==> config.mk <==
export PLATFORM = sky130hd
export DESIGN_NAME = fdcCtlLatch
export DESIGN_NICKNAME = d
export VERILOG_FILES = /design/src/rtl/fdcCtlPkg.sv /design/src/rtl/fdcCtlControl.sv /design/src/rtl/fdcCtlDatapath.sv /design/src/rtl/fdcCtlLatch.sv
export SDC_FILE = /design/constraint.sdc
export NUM_CORES = 1
export LEC_CHECK = 0
export BUFFER_PORTS_ARGS = -buffer_cell sky130_fd_sc_hd__buf_2
export CAP_MARGIN = 0
export CORE_AREA = 2 2 44 46
export CTS_CLUSTER_SIZE = 30
export DETAILED_ROUTE_END_ITERATION = 10
export DIE_AREA = 0 0 46 48
export PLACE_DENSITY = 0.82
export SYNTH_ARGS = -nofsm -noshare
export SYNTH_HDL_FRONTEND = slang
export SYNTH_SLANG_ARGS = --single-unit
export TNS_END_PERCENT = 100
==> constraint.sdc <==
create_clock -name clk -period 1.9 [get_ports clk]
set_clock_uncertainty 0.1 [all_clocks]
set_input_delay 0.19 -clock clk [delete_from_list [all_inputs] [get_ports clk]]
set_output_delay 0.19 -clock clk [all_outputs]
set_load 0.02 [all_outputs]
==> src/rtl/fdcCtlPkg.sv <==
package fdcCtlPkg;
  localparam int LatchBits = 8;
  localparam int IdxW = $clog2(LatchBits);

  // strobes from control to datapath
  typedef struct packed {
    logic            wrEn;
    logic [IdxW-1:0] bitIdx;
    logic            bitVal;
    logic            rdFloat;
    logic            cntReload;
    logic            cntDecay;
  } ctlStrobes_t;
endpackage

==> src/rtl/fdcCtlControl.sv <==
module fdcCtlControl
  import fdcCtlPkg::*;
(
  input  logic        accessStb,
  input  logic [3:0]  addr,
  input  logic        tick,
  input  logic        motorReq,
  input  logic        motorOn,
  output ctlStrobes_t strb
);
  always_comb begin
    strb.wrEn      = accessStb;
    strb.bitIdx    = addr[3:1];
    strb.bitVal    = addr[0];
    strb.rdFloat   = addr[0];
    strb.cntReload = tick & motorReq;
    strb.cntDecay  = tick & ~motorReq & motorOn;
  end
endmodule

==> src/rtl/fdcCtlDatapath.sv <==
module fdcCtlDatapath
  import fdcCtlPkg::*;
#(
  parameter int          MOTOR_HOLD  = 20,
  parameter int          DATA_W      = 8,
  parameter logic [7:0]  FLOAT_VALUE = 8'd33
) (
  input  logic              clk,
  input  logic              rst,
  input  ctlStrobes_t       strb,
  input  logic              tick,
  input  logic [DATA_W-1:0] shiftData,
  input  logic [1:0]        wpIn,
  output logic [LatchBits-1:0] latchQ,
  output logic              motorOn,
  output logic [1:0]        driveEn,
  output logic              writeProt,
  output logic [DATA_W-1:0] rdData
);
  localparam int CntW = $clog2(MOTOR_HOLD + 1);
  localparam logic [CntW-1:0] HoldVal = CntW'(MOTOR_HOLD);

  logic [CntW-1:0] holdCnt;
  logic            driveSelBit;

  // addressable latch, one flop per bit
  for (genvar i = 0; i < LatchBits; i++) begin : gBit
    always_ff @(posedge clk) begin
      if (rst)
        latchQ[i] <= 1'b0;
      else if (strb.wrEn && (strb.bitIdx == IdxW'(i)))
        latchQ[i] <= strb.bitVal;
    end
  end

  // retriggerable motor hold counter
  always_ff @(posedge clk) begin
    if (rst)
      holdCnt <= '0;
    else if (strb.cntReload)
      holdCnt <= HoldVal;
    else if (strb.cntDecay)
      holdCnt <= holdCnt - 1'b1;
  end

  assign motorOn     = (holdCnt != '0);
  assign driveSelBit = latchQ[5];
  assign driveEn[0]  = ~driveSelBit & motorOn;
  assign driveEn[1]  = driveSelBit & motorOn;
  assign writeProt   = |(driveEn & wpIn);
  assign rdData      = strb.rdFloat ? DATA_W'(FLOAT_VALUE) : shiftData;

  AST_ACCESS_WRITE: assert property (@(posedge clk) disable iff (rst)
    strb.wrEn |=> latchQ[$past(strb.bitIdx)] == $past(strb.bitVal));

  AST_LATCH_HOLD: assert property (@(posedge clk) disable iff (rst)
    !strb.wrEn |=> $stable(latchQ));

  AST_CNT_RELOAD: assert property (@(posedge clk) disable iff (rst)
    (tick && latchQ[4]) |=> holdCnt == HoldVal);

  AST_CNT_DECAY: assert property (@(posedge clk) disable iff (rst)
    (tick && !latchQ[4] && holdCnt != '0) |=> holdCnt == $past(holdCnt) - 1'b1);

  AST_CNT_IDLE: assert property (@(posedge clk) disable iff (rst)
    !tick |=> $stable(holdCnt));

  AST_ENABLE_EXCL: assert property (@(posedge clk) disable iff (rst)
    $countones(driveEn) <= 1);
endmodule

==> src/rtl/fdcCtlLatch.sv <==
module fdcCtlLatch
  import fdcCtlPkg::*;
#(
  parameter int         MOTOR_HOLD  = 20,
  parameter int         DATA_W      = 8,
  parameter logic [7:0] FLOAT_VALUE = 8'd33
) (
  input  logic              clk,
  input  logic              rst,
  input  logic              tick,
  input  logic              accessStb,
  input  logic [3:0]        addr,
  input  logic [DATA_W-1:0] shiftData,
  input  logic [1:0]        wpIn,
  output logic [3:0]        phase,
  output logic              motorReq,
  output logic              driveSel,
  output logic [1:0]        modeBits,
  output logic              motorOn,
  output logic [1:0]        driveEn,
  output logic              writeProt,
  output logic [DATA_W-1:0] rdData
);
  ctlStrobes_t          strb;
  logic [LatchBits-1:0] latchQ;

  fdcCtlControl uCtl (
    .accessStb (accessStb),
    .addr      (addr),
    .tick      (tick),
    .motorReq  (latchQ[4]),
    .motorOn   (motorOn),
    .strb      (strb)
  );

  fdcCtlDatapath #(
    .MOTOR_HOLD  (MOTOR_HOLD),
    .DATA_W      (DATA_W),
    .FLOAT_VALUE (FLOAT_VALUE)
  ) uDp (
    .clk       (clk),
    .rst       (rst),
    .strb      (strb),
    .tick      (tick),
    .shiftData (shiftData),
    .wpIn      (wpIn),
    .latchQ    (latchQ),
    .motorOn   (motorOn),
    .driveEn   (driveEn),
    .writeProt (writeProt),
    .rdData    (rdData)
  );

  assign phase    = latchQ[3:0];
  assign motorReq = latchQ[4];
  assign driveSel = latchQ[5];
  assign modeBits = latchQ[7:6];
endmodule

==> Word-level counts from Yosys, hierarchy flattened <==
Cells that the tools add are included.
{ "op_classes": {"mux": 3, "reduce_logical": 13, "n_eq_ne": 7, "add_sub_neg": 1, "bitwise": 8} }
{ "op_table": {"columns": ["operator", "count"], "rows": [
  ["$eq A3 B3 Y1 const B", 4],
  ["$mux W5", 2],
  ["$logic_and A1 B1 Y1", 8],
  ["$mux W8", 1],
  ["$eq A3 B2 Y1 const B", 2],
  ["$and A1 B1 Y1", 5],
  ["$reduce_bool A5 Y1", 1],
  ["$sub A5 B1 Y5 const B", 1],
  ["$reduce_or A2 Y1", 2],
  ["$eq A3 B1 Y1 const B", 1],
  ["$logic_not A3 Y1", 1],
  ["$and A2 B2 Y2", 1],
  ["$not A1 Y1", 2],
  ["$reduce_bool A2 Y1", 1]
]} }
{ "totals": {"word_cells": 42, "inputBits": 18, "regBits": 13, "output_inout_bits": 20} }

==> Depth between registers and ports, before layout <==
Gate-level depths: netlist (run 1).
{ "logic_depth": {"word_depth": 5, "mapped_depth": 6, "ltp_nobuf": 6} }

==> Modules after synthesis <==
From an unflattened synthesis (run 1), not the netlist that was laid out.
{ "unflattened": {"cells_unflattened": 79, "hier_area_um2": 744.5} }
{ "modules_own_cells": {"columns": ["mod", "n_inst", "area_per_inst_um2", "seq_area_each_um2", "cells_each"], "rows": [
  ["fdcCtlDatapath", 1, 683.2, 260.2, 71],
  ["fdcCtlControl", 1, 61.3, 0.0, 8]
]} }

==> Worst setup path before layout (run 1) <==
No wires, ideal clock.
{ "synth_path": {"path_kind": "register -> register", "from": "register uDp.holdCnt[0]", "to": "register uDp.holdCnt[0]", "t_required_ns": 1.705, "setup_ns": 0.095, "stages_incl_launch_ff": 7, "period_less_slack_ns": 1.605, "t_arrival_ns": 1.410, "path_slack_ns": 0.295, "n_path_buf": 0, "cell_sequence": "dfxtp_1 > inv_1 > ha_1 > nor4b_4 > inv_2 > or4_1 > o311ai_1"} }
{ "synth_between": {"elab_chain_len": 2, "elab_cells_between_ends": 3, "cone_classes": "add/sub: 1; bitwise: 1; reduce/logical: 1"} }
{ "synth_rtl": {"columns": ["element", "line_no", "rtl"], "rows": [
  ["start: declaration", "fdcCtlDatapath.sv:23", "logic [CntW-1:0] holdCnt;"],
  ["start signal: assignment", "fdcCtlDatapath.sv:41", "holdCnt <= HoldVal;"],
  ["start signal: assignment", "fdcCtlDatapath.sv:43", "holdCnt <= holdCnt - 1'b1;"],
  ["$reduce_bool A5 Y1", "fdcCtlDatapath.sv:46", "assign motorOn = (holdCnt != '0);"],
  ["via motorOn", "fdcCtlLatch.sv:19", "output logic motorOn,"],
  ["$and A1 B1 Y1", "fdcCtlControl.sv:17", "strb.cntDecay = tick & ~motorReq & motorOn;"]
]} }
The timed path passes the listed nets, and every way through them passes these cells.
A chain may end at the register's enable or synchronous reset.

==> Final worst setup path (run 1) <==
{ "layout_path": {"from": "register uDp.holdCnt[0]", "to": "output port driveEn[1]"} }
{ "layout_between": {"elab_chain_len": 2} }
{ "layout_rtl": {"columns": ["element", "line_no", "rtl"], "rows": [
  ["$reduce_bool A5 Y1", "fdcCtlDatapath.sv:46", null],
  ["$and A1 B1 Y1", "fdcCtlDatapath.sv:49", "assign driveEn[1] = driveSelBit & motorOn;"],
  ["end: declaration", "fdcCtlLatch.sv:20", "output logic [1:0] driveEn,"]
]} }
No other way between the ends.

==> flow_summary.ini, run 1 <==
[die]
die-area_sq_um = 2210
rows = 15
die_y_microns = 48
start_util = 0.421
core-area_sq_um = 1690
io_pins = 38
dieWidth_microns = 46

[placed_design]
dp_hpwl_microns = 1330
portBuffers = 37
pre_cts_slack_ns = 0.223
gp_congestion = 0.784

[critical_path]
worstPathArrival_ns = 1.54
crit_fanout = 6
r2r_slack_ns = 0.22
cp.required_ns = 1.61
crit_path_start_kind = flip-flop
cp-end-kind = output port
r2r_start = uDp.holdCnt[0]
cp-startpoint = uDp.holdCnt[0]
endpoint = driveEn[1]
critPathKind = reg2out
worstReg2RegEnd = uDp.holdCnt[2]
r2r_cells = 6

[hold_path]
min_path_type = in2reg

[run]
cap_violations = 0

[synthesis]
ys_warn_count = 0
async_reset_ff_frac = 0
ys.flop_type = dfxtp_1
syn_inst = 78
synth.distinct_cells = 25
avgSynthCellArea_sq_um = 9.13
syn_nets = 97
ys_seq_area_frac = 0.366
synth_edf_count = 0
ys_ff_latch = 13
syn-cell-area_sq_um = 712

[cells_and_area]
syn_to_final_growth_pct = 34.1
n_antenna_cell = 0
nNetsFinal = 139
drive_gt1_frac = 0.445

[cts]
clock_sinks = 13
insertion_delay_ns = 0.27
ctsHtreeMaxLevel = 1
numCtsBuffers = 3
cts.clk_slew.worst_paths_ns = 0.08
cts_buffer_depth = 2
cts_tree = done
cts_root_buf = clkbuf_4
holdBufCountCts = 0

[detailed_routing]
post_drt_wl_per_cell_microns = 12.6
firstDrtPassIters = 4
remaining_drc_errors = 0
viasPerCell = 5.38
wirelength_microns = 1720
antenna_left = 0
drtIter0Drc = 13
vias = 731

[grt]
antenna_found_initial = 0
grt.total_usage = 0.161
gr-total-overflow = 0
grt_max_degree = 18
grt_pass1_vias = 640
grt_pass1_wl_microns = 2530

[power_and_ir_drop]
p_per_area_nw_per_um2 = 1100
leakagePower_uw = 0.000457
irDropWorstVdd_mv = 0.723

[timing]
period_share = 0.961
worst_pin_slew_ns = 0.357
final.min_clock_period_ns = 1.83
fin_ws_ns = 0.0746
finalMaxSlewViolations = 0
finalSetupTns_ns = 0
rsz0062_at_grt = no
setup_viol = 0
hold_viol_final = 0
fmax_mhz = 548
max_slew_margin = 0.759

[status]
outcome = complete, no violations
==> worst max-delay path, cell delays in order (launching register included) <==
cell and delay, ns:
dfxtp_1 0.33, inv_2 0.07, ha_2 0.18, nor4b_4 0.23, inv_2 0.10, and2_2 0.20, buf_2 0.15
==> stage by stage <==
stage                     cell area, sq um  std cells  power (uW)  utilization  hold slack [ns]
after floorplan                        712         78         677            -            0.159
after global placement                 911        130         803        0.539            0.375
after detailed placement               911        130         817        0.539            0.379
after CTS                              945        135        1020        0.559            0.132
after global routing                   955        136        1120        0.565            0.140
final                                  955        136        1050        0.565            0.146
==> sequential cells by signal, indices dropped and copies added, names as in the netlist <==
signal,flops
uDp.latchQ,7
uDp.holdCnt,5
uDp.driveSelBit,1
==> report_power, final <==
part           total, uW  internal (uW)  switching (uW)
clock                165           81.3            84.2
combinational        527            246             281
sequential           355            310            44.8
==> Yosys cell counts (3+ instances only) <==
library cell  count  share of area
mux2i_1           9           0.13
nand4b_1          3          0.037
nor2_1           11          0.058
nor2b_1           6          0.053
nand2_1           6          0.032
dfxtp_1          13           0.37
nor4b_1           3          0.037
nor4bb_1          3          0.042
==> metal layers <==
metal  wire (microns)  global-route usage  share of wire
met1              730               0.181           0.43
met2              845               0.294           0.49
met3              131              0.0415          0.076
met4                9              0.0514         0.0052
met5                0                   0              0
==> what timing repair did <==
action                     4_1_cts  5_1_grt
setup endpoints to repair        1        1
pin swaps                        0        1
resized for setup                0        3
setup buffers                    1        1
==> logic make-up (layout without fill, tap and decap cells) <==
family,after synthesis,after routing,synth area share
flops,13,13,0.366
mux,9,9,0.127
compound gates,5,5,0.0492
simple gates,45,45,0.415
buf+inv,5,46,0.0264
fa+ha+maj,1,1,0.0176
==> how the worst min path moves through the flow <==
| stage | slack [ns] | depth (start not counted) | end | start |
|---|---|---|---|---|
| 6_report | 0.15 | 2 | uDp.holdCnt[1] | tick |
| 3_3_place_gp | 0.37 | 2 | uDp.latchQ[3] | uDp.latchQ[3] |
| 3_5_place_dp | 0.38 | 2 | uDp.latchQ[6] | uDp.latchQ[6] |
| 2_1_floorplan | 0.16 | 1 | uDp.holdCnt[2] | rst |
| 5_1_grt | 0.14 | 2 | uDp.holdCnt[1] | tick |
| 4_1_cts | 0.13 | 2 | uDp.holdCnt[1] | tick |
==> cells in the final DEF, fill, tap and decap left out, types with 2 or more instances in the layout <==
master    netlist  layout
mux2i_1         9       9
nor4b_1         3       3
dfxtp_1        13      13
nor2_1         11      11
nand2_1         6       6
nand4b_1        3       3
nand4_1         2       2
clkbuf_4        0       3
inv_2           1       3
or4_1           2       2
buf_2           0      37
a31oi_1         2       2
o311ai_1        2       2
buf_4           0       2
or2_2           2       2
nor2b_1         6       6
nor4bb_1        3       3
==> final cells by class <==
class / count / area (sq um)
Tap cell: 17 / 21.3
Timing Repair Buffer: 39 / 200
Inverter: 3 / 11.3
Multi-Input combinational cell: 60 / 435
Sequential cell: 13 / 260
Clock buffer: 4 / 26.3
Fill cell: 160 / 734
No activity file was read; power rests on OpenSTA's default activity.
==> run 2, diff against run 1 <==
--- a/config.mk
+++ b/config.mk
@@ -11,7 +11,8 @@
 export CTS_CLUSTER_SIZE = 30
 export DETAILED_ROUTE_END_ITERATION = 10
 export DIE_AREA = 0 0 46 48
-export PLACE_DENSITY = 0.82
+export GPL_ROUTABILITY_DRIVEN = 0
+export PLACE_DENSITY = 0.75
 export SYNTH_ARGS = -nofsm -noshare
 export SYNTH_HDL_FRONTEND = slang
 export SYNTH_SLANG_ARGS = --single-unit
==> run 2 against run 1 <==
Net effect:
- hold slack got worse by 0.017 ns
- final cell count is 0.74% higher
- largest power group unchanged
- setup slack worse by 0.034 ns
- first-iteration DRC count down 54%
==> flow_summary.ini, run 2 (synthesized netlist as in run 1, its figures left out) <==
[critical_path]
cp.required_ns = 1.61
cp-startpoint = uDp.holdCnt[0]
endpoint = driveEn[1]
r2r_start = uDp.holdCnt[0]
worstReg2RegEnd = uDp.holdCnt[0]
r2r_cells = 7
worstPathArrival_ns = 1.57
critPathKind = reg2out
r2r_slack_ns = 0.14
cp-end-kind = output port
crit_path_start_kind = flip-flop
crit_fanout = 3

[run]
cap_violations = 0

[cts]
cts.clk_slew.worst_paths_ns = 0.08
numCtsBuffers = 3
cts_root_buf = clkbuf_4
ctsHtreeMaxLevel = 1
cts_tree = done
cts_buffer_depth = 2
insertion_delay_ns = 0.28
clock_sinks = 13

[timing]
period_share = 0.979
max_slew_margin = 0.753
final.min_clock_period_ns = 1.86
fmax_mhz = 538
setup_viol = 0
hold_viol_final = 0
timing.hold.ws_ns = 0.129
worst_pin_slew_ns = 0.366
finalMaxSlewViolations = 0

[detailed_routing]
viasPerCell = 5.48
antenna_left = 0
post_drt_wl_per_cell_microns = 12.9
firstDrtPassIters = 3
remaining_drc_errors = 0
wirelength_microns = 1760
vias = 751
drtIter0Drc = 6

[grt]
grt_pass1_vias = 590
gr-total-overflow = 0
grt_max_degree = 18
antenna_found_initial = 0
grt_pass1_wl_microns = 2470
grt.total_usage = 0.160

[die]
io_pins = 38
core-area_sq_um = 1690
die_y_microns = 48
rows = 15
die-area_sq_um = 2210
start_util = 0.421
dieWidth_microns = 46

[cells_and_area]
n_antenna_cell = 0
max_flop_register = uDp.latchQ
syn_to_final_growth_pct = 35.1
drive_gt1_frac = 0.433
nNetsFinal = 140
largest_reg_flops = 7
most-common-layout-cells = 37 x buf_2, 13 x dfxtp_1, 11 x nor2_1, 9 x mux2i_1
layout_commonest_cell = buf_2

[status]
outcome = complete, no violations

[placed_design]
portBuffers = 37
dp_hpwl_microns = 1220

[hold_path]
min_path_type = in2reg
hp-start = tick

[power_and_ir_drop]
leakagePower_uw = 0.000462
irDropWorstVdd_mv = 0.717
p_per_area_nw_per_um2 = 1140
p_total_uw = 1100
-- run 2: layout make-up --
class / count / area, sq um
fill: 163 / 727
multi-input combinational: 60 / 435
sequential: 13 / 260
timing repair buffer: 40 / 208
clock buffer: 4 / 26.3
tap: 17 / 21.3
inverter: 3 / 11.3
-- run 2: per-layer routing --
| metal | share of wire | global-route usage | vias up | wire length [microns] |
|---|---|---|---|---|
| met3 | 0.067 | 0.0340 | 4 | 118 |
| met1 | 0.42 | 0.174 | 351 | 745 |
| met4 | 0.016 | 0.0857 | 0 | 29 |
| met2 | 0.49 | 0.289 | 29 | 868 |
| met5 | 0 | 0 | - | 0 |
| li1 | - | - | 367 | - |
-- run 2: where the power goes --
group / switching [uW] / internal, uW / total (uW)
Combinational: 299 / 271 / 570
Sequential: 43.1 / 310 / 353
Clock: 92.4 / 81.4 / 174
Total: 434 / 663 / 1100
-- run 2: how the worst min path moves through the flow --
stage	end	slack, ns	cells past startpoint
after floorplan	uDp.holdCnt[2]	0.16	1
after global placement	uDp.latchQ[0]	0.38	2
after detailed placement	uDp.latchQ[3]	0.38	2
after CTS	uDp.holdCnt[0]	0.13	2
after global routing	uDp.holdCnt[0]	0.14	2
final	uDp.holdCnt[0]	0.13	2
-- run 2: per-stage QoR --
| step | util | cells | instance area (sq um) | setup TNS, ns | worst slack, ns |
|---|---|---|---|---|---|
| after detailed placement | 0.539 | 130 | 911 | 0 | 0.198 |
| after CTS | 0.559 | 135 | 945 | 0 | 0.0145 |
| after floorplan | - | 78 | 712 | 0 | 0.295 |
| after global placement | 0.539 | 130 | 911 | 0 | 0.285 |
| after global routing | 0.570 | 137 | 962 | -0.0178 | -0.0178 |
| final | 0.570 | 137 | 962 | 0 | 0.0403 |
-- run 2: worst max-delay path, stage by stage, from the launching register on --
cell,delay [ns]
dfxtp_1,0.33
inv_1,0.10
ha_2,0.20
nor4b_4,0.23
inv_2,0.08
and2_2,0.19
buf_2,0.15
-- run 2: timing repair --
item | in CTS | in global routing
endpoints found under the setup margin | 1 | 2
hold buffers | 0 | 0
gates resized for setup | 0 | 1
gates cloned | 0 | 0
buffers inserted | 1 | 2
